===== src/rtl/idle_coord_pkg.sv =====
package idle_coord_pkg;

    localparam int ST_W = 3;

    // Depth-ordered state code: a larger value is a deeper idle state.
    typedef enum logic [ST_W-1:0] {
        ST_RUN      = 3'd0,
        ST_HALT     = 3'd1,
        ST_HALT_LOW = 3'd2,
        ST_SLEEP    = 3'd3,
        ST_DEEP     = 3'd4
    } idle_st_e;

    // Phases of the low-point halt entry handshake.
    typedef enum logic [1:0] {
        SQ_OFF  = 2'd0,
        SQ_FREQ = 2'd1,
        SQ_VOLT = 2'd2,
        SQ_HELD = 2'd3
    } lowpt_seq_e;

    function automatic logic code_valid(input logic [ST_W-1:0] v);
        return v <= ST_W'(ST_DEEP);
    endfunction

    // A thread may leave or enter running, or keep its state; nothing else.
    function automatic logic move_ok(input idle_st_e cur, input logic [ST_W-1:0] nxt);
        logic via_run;
        via_run = (cur == ST_RUN) || (nxt == ST_W'(ST_RUN)) || (nxt == ST_W'(cur));
        return code_valid(nxt) && via_run;
    endfunction

    function automatic idle_st_e shallower(input idle_st_e a, input idle_st_e b);
        return (a < b) ? a : b;
    endfunction

endpackage


===== src/rtl/idle_thread_bank.sv =====
module idle_thread_bank
    import idle_coord_pkg::*;
#(
    parameter int N_THREADS = 8
) (
    input  logic                      clk,
    input  logic                      rst,
    input  logic [N_THREADS*ST_W-1:0] req,
    output logic [N_THREADS*ST_W-1:0] st,
    output logic [N_THREADS-1:0]      rejected
);

    for (genvar i = 0; i < N_THREADS; i++) begin : g_thr
        idle_st_e          cur_q;
        logic [ST_W-1:0]   want;
        logic              ok;

        assign want = req[i*ST_W +: ST_W];
        assign ok   = move_ok(cur_q, want);

        always_ff @(posedge clk) begin
            if (rst) begin
                cur_q <= ST_RUN;
            end else if (ok) begin
                cur_q <= idle_st_e'(want);
            end
        end

        assign st[i*ST_W +: ST_W] = cur_q;
        assign rejected[i]        = ~ok;
    end

endmodule


===== src/rtl/idle_core_merge.sv =====
module idle_core_merge
    import idle_coord_pkg::*;
#(
    parameter int NUM_CORES        = 4,
    parameter int THREADS_PER_CORE = 2
) (
    input  logic [NUM_CORES*THREADS_PER_CORE*ST_W-1:0] thr_st,
    output logic [NUM_CORES*ST_W-1:0]                  core_st
);

    localparam int CORE_BITS = THREADS_PER_CORE * ST_W;

    for (genvar c = 0; c < NUM_CORES; c++) begin : g_core
        idle_st_e merged;

        always_comb begin
            merged = ST_DEEP;
            for (int t = 0; t < THREADS_PER_CORE; t++) begin
                merged = shallower(merged,
                                   idle_st_e'(thr_st[c*CORE_BITS + t*ST_W +: ST_W]));
            end
        end

        assign core_st[c*ST_W +: ST_W] = merged;
    end

endmodule


===== src/rtl/idle_pkg_ctrl.sv =====
module idle_pkg_ctrl
    import idle_coord_pkg::*;
#(
    parameter int NUM_CORES = 4
) (
    input  logic                      clk,
    input  logic                      rst,
    input  logic [NUM_CORES*ST_W-1:0] core_st,
    input  logic                      grant,
    input  logic                      snoop,
    input  logic                      freq_ack,
    input  logic                      volt_ack,
    output logic [ST_W-1:0]           pkg_st,
    output logic                      freq_req,
    output logic                      volt_req
);

    idle_st_e   pkg_q, pkg_n;
    lowpt_seq_e seq_q, seq_n;
    idle_st_e   tgt;
    idle_st_e   eff;

    // Shallowest core state across the package.
    always_comb begin
        tgt = ST_DEEP;
        for (int c = 0; c < NUM_CORES; c++) begin
            tgt = shallower(tgt, idle_st_e'(core_st[c*ST_W +: ST_W]));
        end
    end

    // Deep sleep everywhere still needs the platform's permission.
    assign eff = (tgt == ST_DEEP && !grant) ? ST_SLEEP : tgt;

    always_comb begin
        pkg_n = pkg_q;
        seq_n = seq_q;
        if (seq_q != SQ_OFF) begin
            if (eff != ST_HALT_LOW) begin
                pkg_n = ST_RUN;
                seq_n = SQ_OFF;
            end else begin
                case (seq_q)
                    SQ_FREQ: if (freq_ack && !snoop) seq_n = SQ_VOLT;
                    SQ_VOLT: if (volt_ack && !snoop) begin
                        seq_n = SQ_HELD;
                        pkg_n = ST_HALT_LOW;
                    end
                    default: ;
                endcase
            end
        end else if (eff == ST_HALT_LOW) begin
            if (!snoop) begin
                pkg_n = ST_HALT;
                seq_n = SQ_FREQ;
            end else if (pkg_q > ST_HALT) begin
                pkg_n = ST_HALT;
            end
        end else if (!(snoop && (eff > pkg_q))) begin
            pkg_n = eff;
        end
    end

    always_ff @(posedge clk) begin
        if (rst) begin
            pkg_q <= ST_RUN;
            seq_q <= SQ_OFF;
        end else begin
            pkg_q <= pkg_n;
            seq_q <= seq_n;
        end
    end

    assign pkg_st   = pkg_q;
    assign freq_req = (seq_q != SQ_OFF);
    assign volt_req = (seq_q == SQ_VOLT) || (seq_q == SQ_HELD);

endmodule


===== src/rtl/idle_state_coord.sv =====
module idle_state_coord
    import idle_coord_pkg::*;
#(
    parameter int NUM_CORES        = 4,
    parameter int THREADS_PER_CORE = 2
) (
    input  logic                                       clk,
    input  logic                                       rst,
    input  logic [NUM_CORES*THREADS_PER_CORE*ST_W-1:0] thr_req,
    input  logic                                       platform_grant,
    input  logic                                       mem_snoop,
    input  logic                                       freq_ack,
    input  logic                                       volt_ack,
    output logic [NUM_CORES*ST_W-1:0]                  core_state,
    output logic [ST_W-1:0]                            pkg_state,
    output logic                                       freq_req,
    output logic                                       volt_req,
    output logic                                       illegal_seen
);

    localparam int N_THREADS = NUM_CORES * THREADS_PER_CORE;

    logic [N_THREADS*ST_W-1:0] thr_st;
    logic [N_THREADS-1:0]      rejected;
    logic                      flag_q;

    idle_thread_bank #(.N_THREADS(N_THREADS)) u_threads (
        .clk      (clk),
        .rst      (rst),
        .req      (thr_req),
        .st       (thr_st),
        .rejected (rejected)
    );

    idle_core_merge #(
        .NUM_CORES        (NUM_CORES),
        .THREADS_PER_CORE (THREADS_PER_CORE)
    ) u_cores (
        .thr_st  (thr_st),
        .core_st (core_state)
    );

    idle_pkg_ctrl #(.NUM_CORES(NUM_CORES)) u_pkg (
        .clk      (clk),
        .rst      (rst),
        .core_st  (core_state),
        .grant    (platform_grant),
        .snoop    (mem_snoop),
        .freq_ack (freq_ack),
        .volt_ack (volt_ack),
        .pkg_st   (pkg_state),
        .freq_req (freq_req),
        .volt_req (volt_req)
    );

    always_ff @(posedge clk) begin
        if (rst) begin
            flag_q <= 1'b0;
        end else if (|rejected) begin
            flag_q <= 1'b1;
        end
    end

    assign illegal_seen = flag_q;

endmodule


===== config.mk =====
export PLATFORM = sky130hd
export DESIGN_NAME = idle_state_coord
export DESIGN_NICKNAME = d
export VERILOG_FILES = /design/src/rtl/idle_coord_pkg.sv /design/src/rtl/idle_thread_bank.sv /design/src/rtl/idle_core_merge.sv /design/src/rtl/idle_pkg_ctrl.sv /design/src/rtl/idle_state_coord.sv
export SDC_FILE = /design/constraint.sdc
export NUM_CORES = 1
export LEC_CHECK = 0
export CELL_PAD_IN_SITES_DETAIL_PLACEMENT = 0
export CELL_PAD_IN_SITES_GLOBAL_PLACEMENT = 1
export CORE_MARGIN = 2
export CORE_UTILIZATION = 41
export CTS_CLUSTER_SIZE = 16
export DETAILED_ROUTE_END_ITERATION = 7
export PLACE_DENSITY = 0.91
export REMOVE_ABC_BUFFERS = 1
export SYNTH_ARGS = -nofsm -noshare
export SYNTH_HDL_FRONTEND = slang
export SYNTH_HIERARCHICAL = 1
export SYNTH_SLANG_ARGS = --single-unit

===== constraint.sdc =====
create_clock -name clk -period 5.96 [get_ports clk]
set_clock_uncertainty 0.05 [all_clocks]
set_input_delay 1.788 -clock clk [delete_from_list [all_inputs] [get_ports clk]]
set_output_delay 1.788 -clock clk [all_outputs]
set_load 0.005 [all_outputs]

**Word level (Yosys, flattened, before mapping)**

Index checks and enable logic that the tools add are counted.

- Flip-flop bits (word level): 30
- Output and inout port bits: 18
- Logic and storage cells: 143
- Input port bits: 30

- Reduce and logical (&&, ||, !) cells: 52
- Eq/ne operators: 22
- Multiplexer cells: 28
- Bitwise operators: 8
- Magnitude comparators: 22

Operator list:

| operator | count |
|---|---|
| $mux W3 | 21 |
| $logic_not A3 Y1 | 16 |
| $eq A3 B3 Y1 | 8 |
| $le A3 B3 Y1 const B | 8 |
| $lt A3 B3 Y1 | 7 |
| $logic_or A1 B1 Y1 | 17 |
| $lt A3 B3 Y1 const A | 5 |
| $logic_and A1 B1 Y1 | 12 |
| $mux W2 | 6 |
| $ne A4 B2 Y1 const B | 2 |
| $not A1 Y1 | 8 |
| $reduce_or A8 Y1 | 1 |
| $ne A3 B1 Y1 const B | 2 |
| $ne A3 B2 Y1 const B | 2 |
| $reduce_and A5 Y1 | 1 |
| $eq A2 B2 Y1 const B | 2 |
| $ne A4 B1 Y1 const B | 1 |
| $ne A4 B4 Y1 const B | 1 |
| $pmux W2 S2 | 1 |
| $reduce_and A4 Y1 | 1 |
| $reduce_bool A2 Y1 | 2 |
| $eq A3 B2 Y1 const B | 1 |
| $eq A3 B3 Y1 const B | 1 |
| $gt A3 B1 Y1 const B | 1 |
| other kinds (4) | 5 |

**Logic depth before layout (Yosys ltp)**

- Depth after elaboration: 20
- Gate-level depth with buffers: 33
- Mapped depth without buffers: 33

**Cells and area by module**

Netlist, hierarchy kept.

Modules (own cells, without submodules):

| module | area each (um2) | instances | cells each | seq. area each (um2) |
|---|---|---|---|---|
| idle_thread_bank | 1949.4 | 1 | 242 | 480.5 |
| idle_pkg_ctrl | 873.3 | 1 | 119 | 100.1 |
| idle_core_merge | 450.4 | 1 | 64 | 0.0 |
| idle_state_coord | 41.3 | 1 | 5 | 20.0 |

**Worst setup path before layout**

Ideal clock, no wire load.

- Path kind: register to register
- From: register u_threads.g_thr[2].cur_q[2]
- To: register u_pkg.pkg_q[0], in the netlist u_pkg/pkg_st[0]
- Data required time: 5.840 ns
- Path buffers: 0
- Stages on the path, launching flop included: 32
- Library setup time: 0.070 ns
- Period minus slack after synthesis: 5.373 ns
- Setup slack: 0.587 ns
- Arrival: 5.253 ns
- Cell sequence: dfxtp_1 and2b_4 ha_1 nand2_1 a21oi_2 nor2b_1 o22ai_1 inv_1 ha_1 nand2_1 a21oi_1 nand3b_1 o21ai_0 ha_1 nand2_1 a31oi_1 nand3_1 o2111a_1 nor2_1 ha_1 o21a_1 nor2_1 nor2_1 a211oi_4 o21ai_0 ha_1 a21o_1 a21oi_1 a311oi_1 a21o_1 a221o_1 a21oi_1

- Cells in the longest elaborated chain, start to end: 17
- Elaborated cells between the ends (all ways): 26

RTL lines:

| element | line | RTL |
|---|---|---|
| from (decl) | idle_thread_bank.sv:14 | `idle_st_e cur_q;` |
| from (signal assigned) | idle_thread_bank.sv:25 | `cur_q <= idle_st_e'(want);` |
| $lt A3 B3 Y1 | idle_coord_pkg.sv:34 | `return (a < b) ? a : b;` |
| $mux W3 (*) | idle_coord_pkg.sv:34 |  |
| $lt A3 B3 Y1 | idle_coord_pkg.sv:34 |  |
| $mux W3 (*) | idle_coord_pkg.sv:34 |  |
| net core_state[4] | idle_state_coord.sv:14 | `output logic [NUM_CORES*ST_W-1:0] core_state,` |
| $lt A3 B3 Y1 | idle_coord_pkg.sv:34 |  |
| $mux W3 (*) | idle_coord_pkg.sv:34 |  |
| $lt A3 B3 Y1 | idle_coord_pkg.sv:34 |  |
| [... 2 more ...] | n/a |  |
| $mux W3 (*) | idle_coord_pkg.sv:34 |  |
| $eq A3 B3 Y1 | idle_pkg_ctrl.sv:32 | `assign eff = (tgt == ST_DEEP && !grant) ? ST_SLEEP : tgt;` |
| $logic_and A1 B1 Y1 | idle_pkg_ctrl.sv:32 |  |
| $mux W3 (*) | idle_pkg_ctrl.sv:32 |  |
| $gt A3 B3 Y1 | idle_pkg_ctrl.sv:58 | `end else if (!(snoop && (eff > pkg_q))) begin` |
| $logic_and A1 B1 Y1 | idle_pkg_ctrl.sv:58 |  |
| $ne A3 B2 Y1 (no line) | n/a |  |
| $reduce_and A4 Y1 (no line) | n/a |  |
| to (signal assigned) | idle_pkg_ctrl.sv:68 | `pkg_q <= pkg_n;` |
| to (decl) | idle_pkg_ctrl.sv:18 | `idle_st_e pkg_q, pkg_n;` |

Mark *: on every way through the listed nets, which the timed path passes. The rest lies on a longest branch. The select of a mux whose other input is x is not followed.
A chain may end at the register's enable or synchronous reset.

**Worst setup path in the final report**

- From: register u_threads.g_thr[0].cur_q[2]
- To: register u_pkg.pkg_q[0], in the netlist u_pkg/pkg_st[0]

- Cells in the longest elaborated chain, start to end: 19
- Elaborated cells between the ends (all ways): 28

RTL lines:

| element | line |
|---|---|
| from (decl) | idle_thread_bank.sv:14 |
| from (signal assigned) | idle_thread_bank.sv:25 |
| $lt A3 B3 Y1 | idle_coord_pkg.sv:34 |
| $mux W3 (*) | idle_coord_pkg.sv:34 |
| $lt A3 B3 Y1 | idle_coord_pkg.sv:34 |
| $mux W3 (*) | idle_coord_pkg.sv:34 |
| $lt A3 B3 Y1 | idle_coord_pkg.sv:34 |
| $mux W3 (*) | idle_coord_pkg.sv:34 |
| $lt A3 B3 Y1 | idle_coord_pkg.sv:34 |
| $mux W3 (*) | idle_coord_pkg.sv:34 |
| [... 3 more ...] | n/a |
| $mux W3 (*) | idle_coord_pkg.sv:34 |
| $eq A3 B3 Y1 | idle_pkg_ctrl.sv:32 |
| $logic_and A1 B1 Y1 | idle_pkg_ctrl.sv:32 |
| $mux W3 (*) | idle_pkg_ctrl.sv:32 |
| $gt A3 B3 Y1 | idle_pkg_ctrl.sv:58 |
| $logic_and A1 B1 Y1 | idle_pkg_ctrl.sv:58 |
| $ne A3 B2 Y1 (no line) | n/a |
| $reduce_and A4 Y1 (no line) | n/a |

Mark *: on every way between the ends. The rest lies on a longest branch, timed or not. The select of a mux whose other input is x is not followed.

==> run metrics <==
critical path class flop to flop; global-route wire length before repair 12.6 mm; Die Width 93.9 µm; Inst Count DP 563; #FFs+latches synth 30; main flop type after synthesis sky130_fd_sc_hd__dfxtp_1; number of port buffers 47; I/O pin count 48; end-of-flow core utilization 51.7%; crit share post-route 95.6%; remaining antenna violation count 0; DIE AREA 0.00882 mm²; count of nets after finishing 525; Area growth, synth to finish 21.3%; library cell contributing the largest single delay on the critical path sky130_fd_sc_hd__dfxtp_4; post-route minimum period 5.70 ns; min setup slack post-route 0.261 ns; Clock Sink Count 30; average footprint of a synthesized cell 7.71 µm²; drt initial violations 128; Async S/R FF share, synth 0%; crit-path most repeated cell sky130_fd_sc_hd__ha_1; most area-hungry cell type in the Yosys netlist sky130_fd_sc_hd__dfxtp_1; transition at the pin with the smallest max-transition slack 0.431 ns; Routed WL per cell 13.9 µm; type of destination of the critical path flop; number of detailed-routing iterations run before antenna repair 4; number of standard cells in the final layout excluding fillers 576; antenna violations before repair 0; routed wire length 8.01 mm; leakage power figure 1.47 nW; synthesized instance count 430; crit-path max cell delay 0.38 ns; proportion of layout cells with a drive suffix above 1 23.0%; Slew HR 71.2%; number of global-route vias before repair 2,969; final hold violation count 0; number of different library cells in the post-synthesis netlist 57; endpoints failing setup 0; clock-pin slew reported for the worst setup and hold paths after clock tree synthesis 0.07 ns; CTS tree yes; number of buffers between clock root and the deepest sink 2; Post-synth EDFFs 0; Row Count 32; Initial Utilization 42.7%; Final Slew Violations 0; H-tree levels 2; Peak supply drop 112 µV; highest clock rate 175 MHz; Power Density 263 mW/mm²; pre-CTS setup slack 0.0720 ns; pin count of the biggest net entering global routing 31; Required @ worst endpoint 6.13 ns; CP Launch Type flop; count of hold buffers inserted by post-cts repair 0; HPWL after detailed placement 5.85 mm; routability-driven placement congestion ratio 0.880; worst-skew pair later-pin latency 0.28 ns; Min-Delay Path Class flop to flop; remaining routing DRC violations 0; floorplan core area 0.00777 mm²; run status completed; sequential area share after synthesis 18.1%; signal arrival time at the worst endpoint 5.87 ns; die span in y 93.9 µm; synth top area cells sky130_fd_sc_hd__dfxtp_1 18%, sky130_fd_sc_hd__ha_1 8.3%, sky130_fd_sc_hd__inv_1 6.2%, sky130_fd_sc_hd__a21oi_1 4.8%, sky130_fd_sc_hd__o2111ai_1 4.2%; post-synth design cell area 0.00331 mm²; via count 3,351; global-route usage over all layers 17.4%; number of max-cap violations 0; number of CTS-inserted buffers 5; count of antenna diodes in the layout 0; most frequent standard cell in the layout excluding fill and tap cells sky130_fd_sc_hd__inv_1; number of synthesis warnings 6; most frequent cells in the layout 54 x sky130_fd_sc_hd__inv_1, 47 x sky130_fd_sc_hd__clkdlybuf4s50_1, 34 x sky130_fd_sc_hd__nor2_1; share of the synthesized area in the top cell type 18.1%; vias per cell 5.82; GRT Residual Overflow 0; CTS root buffer sky130_fd_sc_hd__clkbuf_8; crit path max fanout 8
[cells in the mapped netlist (all sizes together) (2+ instances only)]
master and n:
o21a 2, a2111oi 9, and4 8, o2111ai 16
a211oi 2, clkbuf 10, nand2 20, nor3 20
and2b 4, ha 22, or3 8, or2 9
and2 8, inv 55, o311ai 8, a21o 4
o21ai 23, nor2b 6, a311o 8, o22ai 4
dfxtp 30, o31a 9, a211o 8, nand3 9
and3 2, buf 9, nand4b 8, nand2b 6
a31oi 12, nor2 36, a21oi 42
[path summary, 6_finish.rpt]
kind | from | end | slack (ns) | depth (start not counted)
max | u_threads/g_thr[0].cur_q[2] | u_pkg/pkg_st[0] | 0.26 | 30
min | u_pkg/pkg_st[0] | u_pkg/pkg_st[0] | 0.46 | 2
max reg2reg | u_threads/g_thr[0].cur_q[2] | u_pkg/pkg_st[0] | 0.26 | 30
min reg2reg | u_pkg/pkg_st[0] | u_pkg/pkg_st[0] | 0.46 | 2
[kinds of logic after synthesis]
group | after synthesis | share of synthesized area (%)
AO/OA/AOI/OAI | 156 | 35.4
adder cells (fa/ha/maj) | 22 | 8.30
buffers and inverters | 74 | 10.5
flip-flops | 30 | 18.1
AND/OR/NAND/NOR | 148 | 27.6
[routing by layer]
| metal | GRT usage [%] | up-vias | part of all wire [%] |
|---|---|---|---|
| li1 | - | 1703 | - |
| met4 | 6.16 | 0 | 1.5 |
| met3 | 3.61 | 11 | 4.7 |
| met2 | 28.6 | 76 | 48 |
| met5 | 0 | - | 0 |
| met1 | 22.4 | 1561 | 46 |
[power by group]
group	internal [mW]	switching (mW)
Sequential	0.222	0.0346
Clock	0.0931	0.0800
Combinational	0.293	0.333
[state kept, by name, summed over array words and instances (netlist names)]
register	count
u_pkg/pkg_st	3
illegal_seen	1
u_threads/g_thr.cur_q	24
u_pkg/seq_q	2
[final cells by class]
cell class | instances | area, µm²
inverters | 55 | 206
fillers | 759 | 3750
flip-flops and latches | 30 | 617
multi-input cells | 326 | 2450
clock inverters | 1 | 5.00
repair buffers | 55 | 531
clock buffers | 7 | 86.3
well taps | 102 | 128
[what timing repair did]
action                                 CTS  global route
gates resized for setup                  0            28
endpoints found under the hold margin    0             0
buffers inserted                         0             5
setup endpoints to repair                0             3
[stage by stage]
stage               hold WS (ns)  total power, mW  instance area [µm²]  setup TNS (ns)
finish                     0.459             1.06                 4020               0
CTS                        0.456             1.01                 3880               0
floorplan                  0.421            0.678                 3170               0
detailed placement         0.445            0.831                 3790               0
global route               0.486             1.14                 4020          -0.123
global placement           0.435            0.818                 3790               0
[critical path, delay by kind of cell, from the launching register on]
family / cells / cell delay (ns)
adders and majority gates: 5 / 1.35
AOI/OAI and AO/OA: 17 / 2.84
DFF: 1 / 0.38
and+or+nand+nor: 8 / 1.00
No activity file was read; power rests on OpenSTA's default activity.
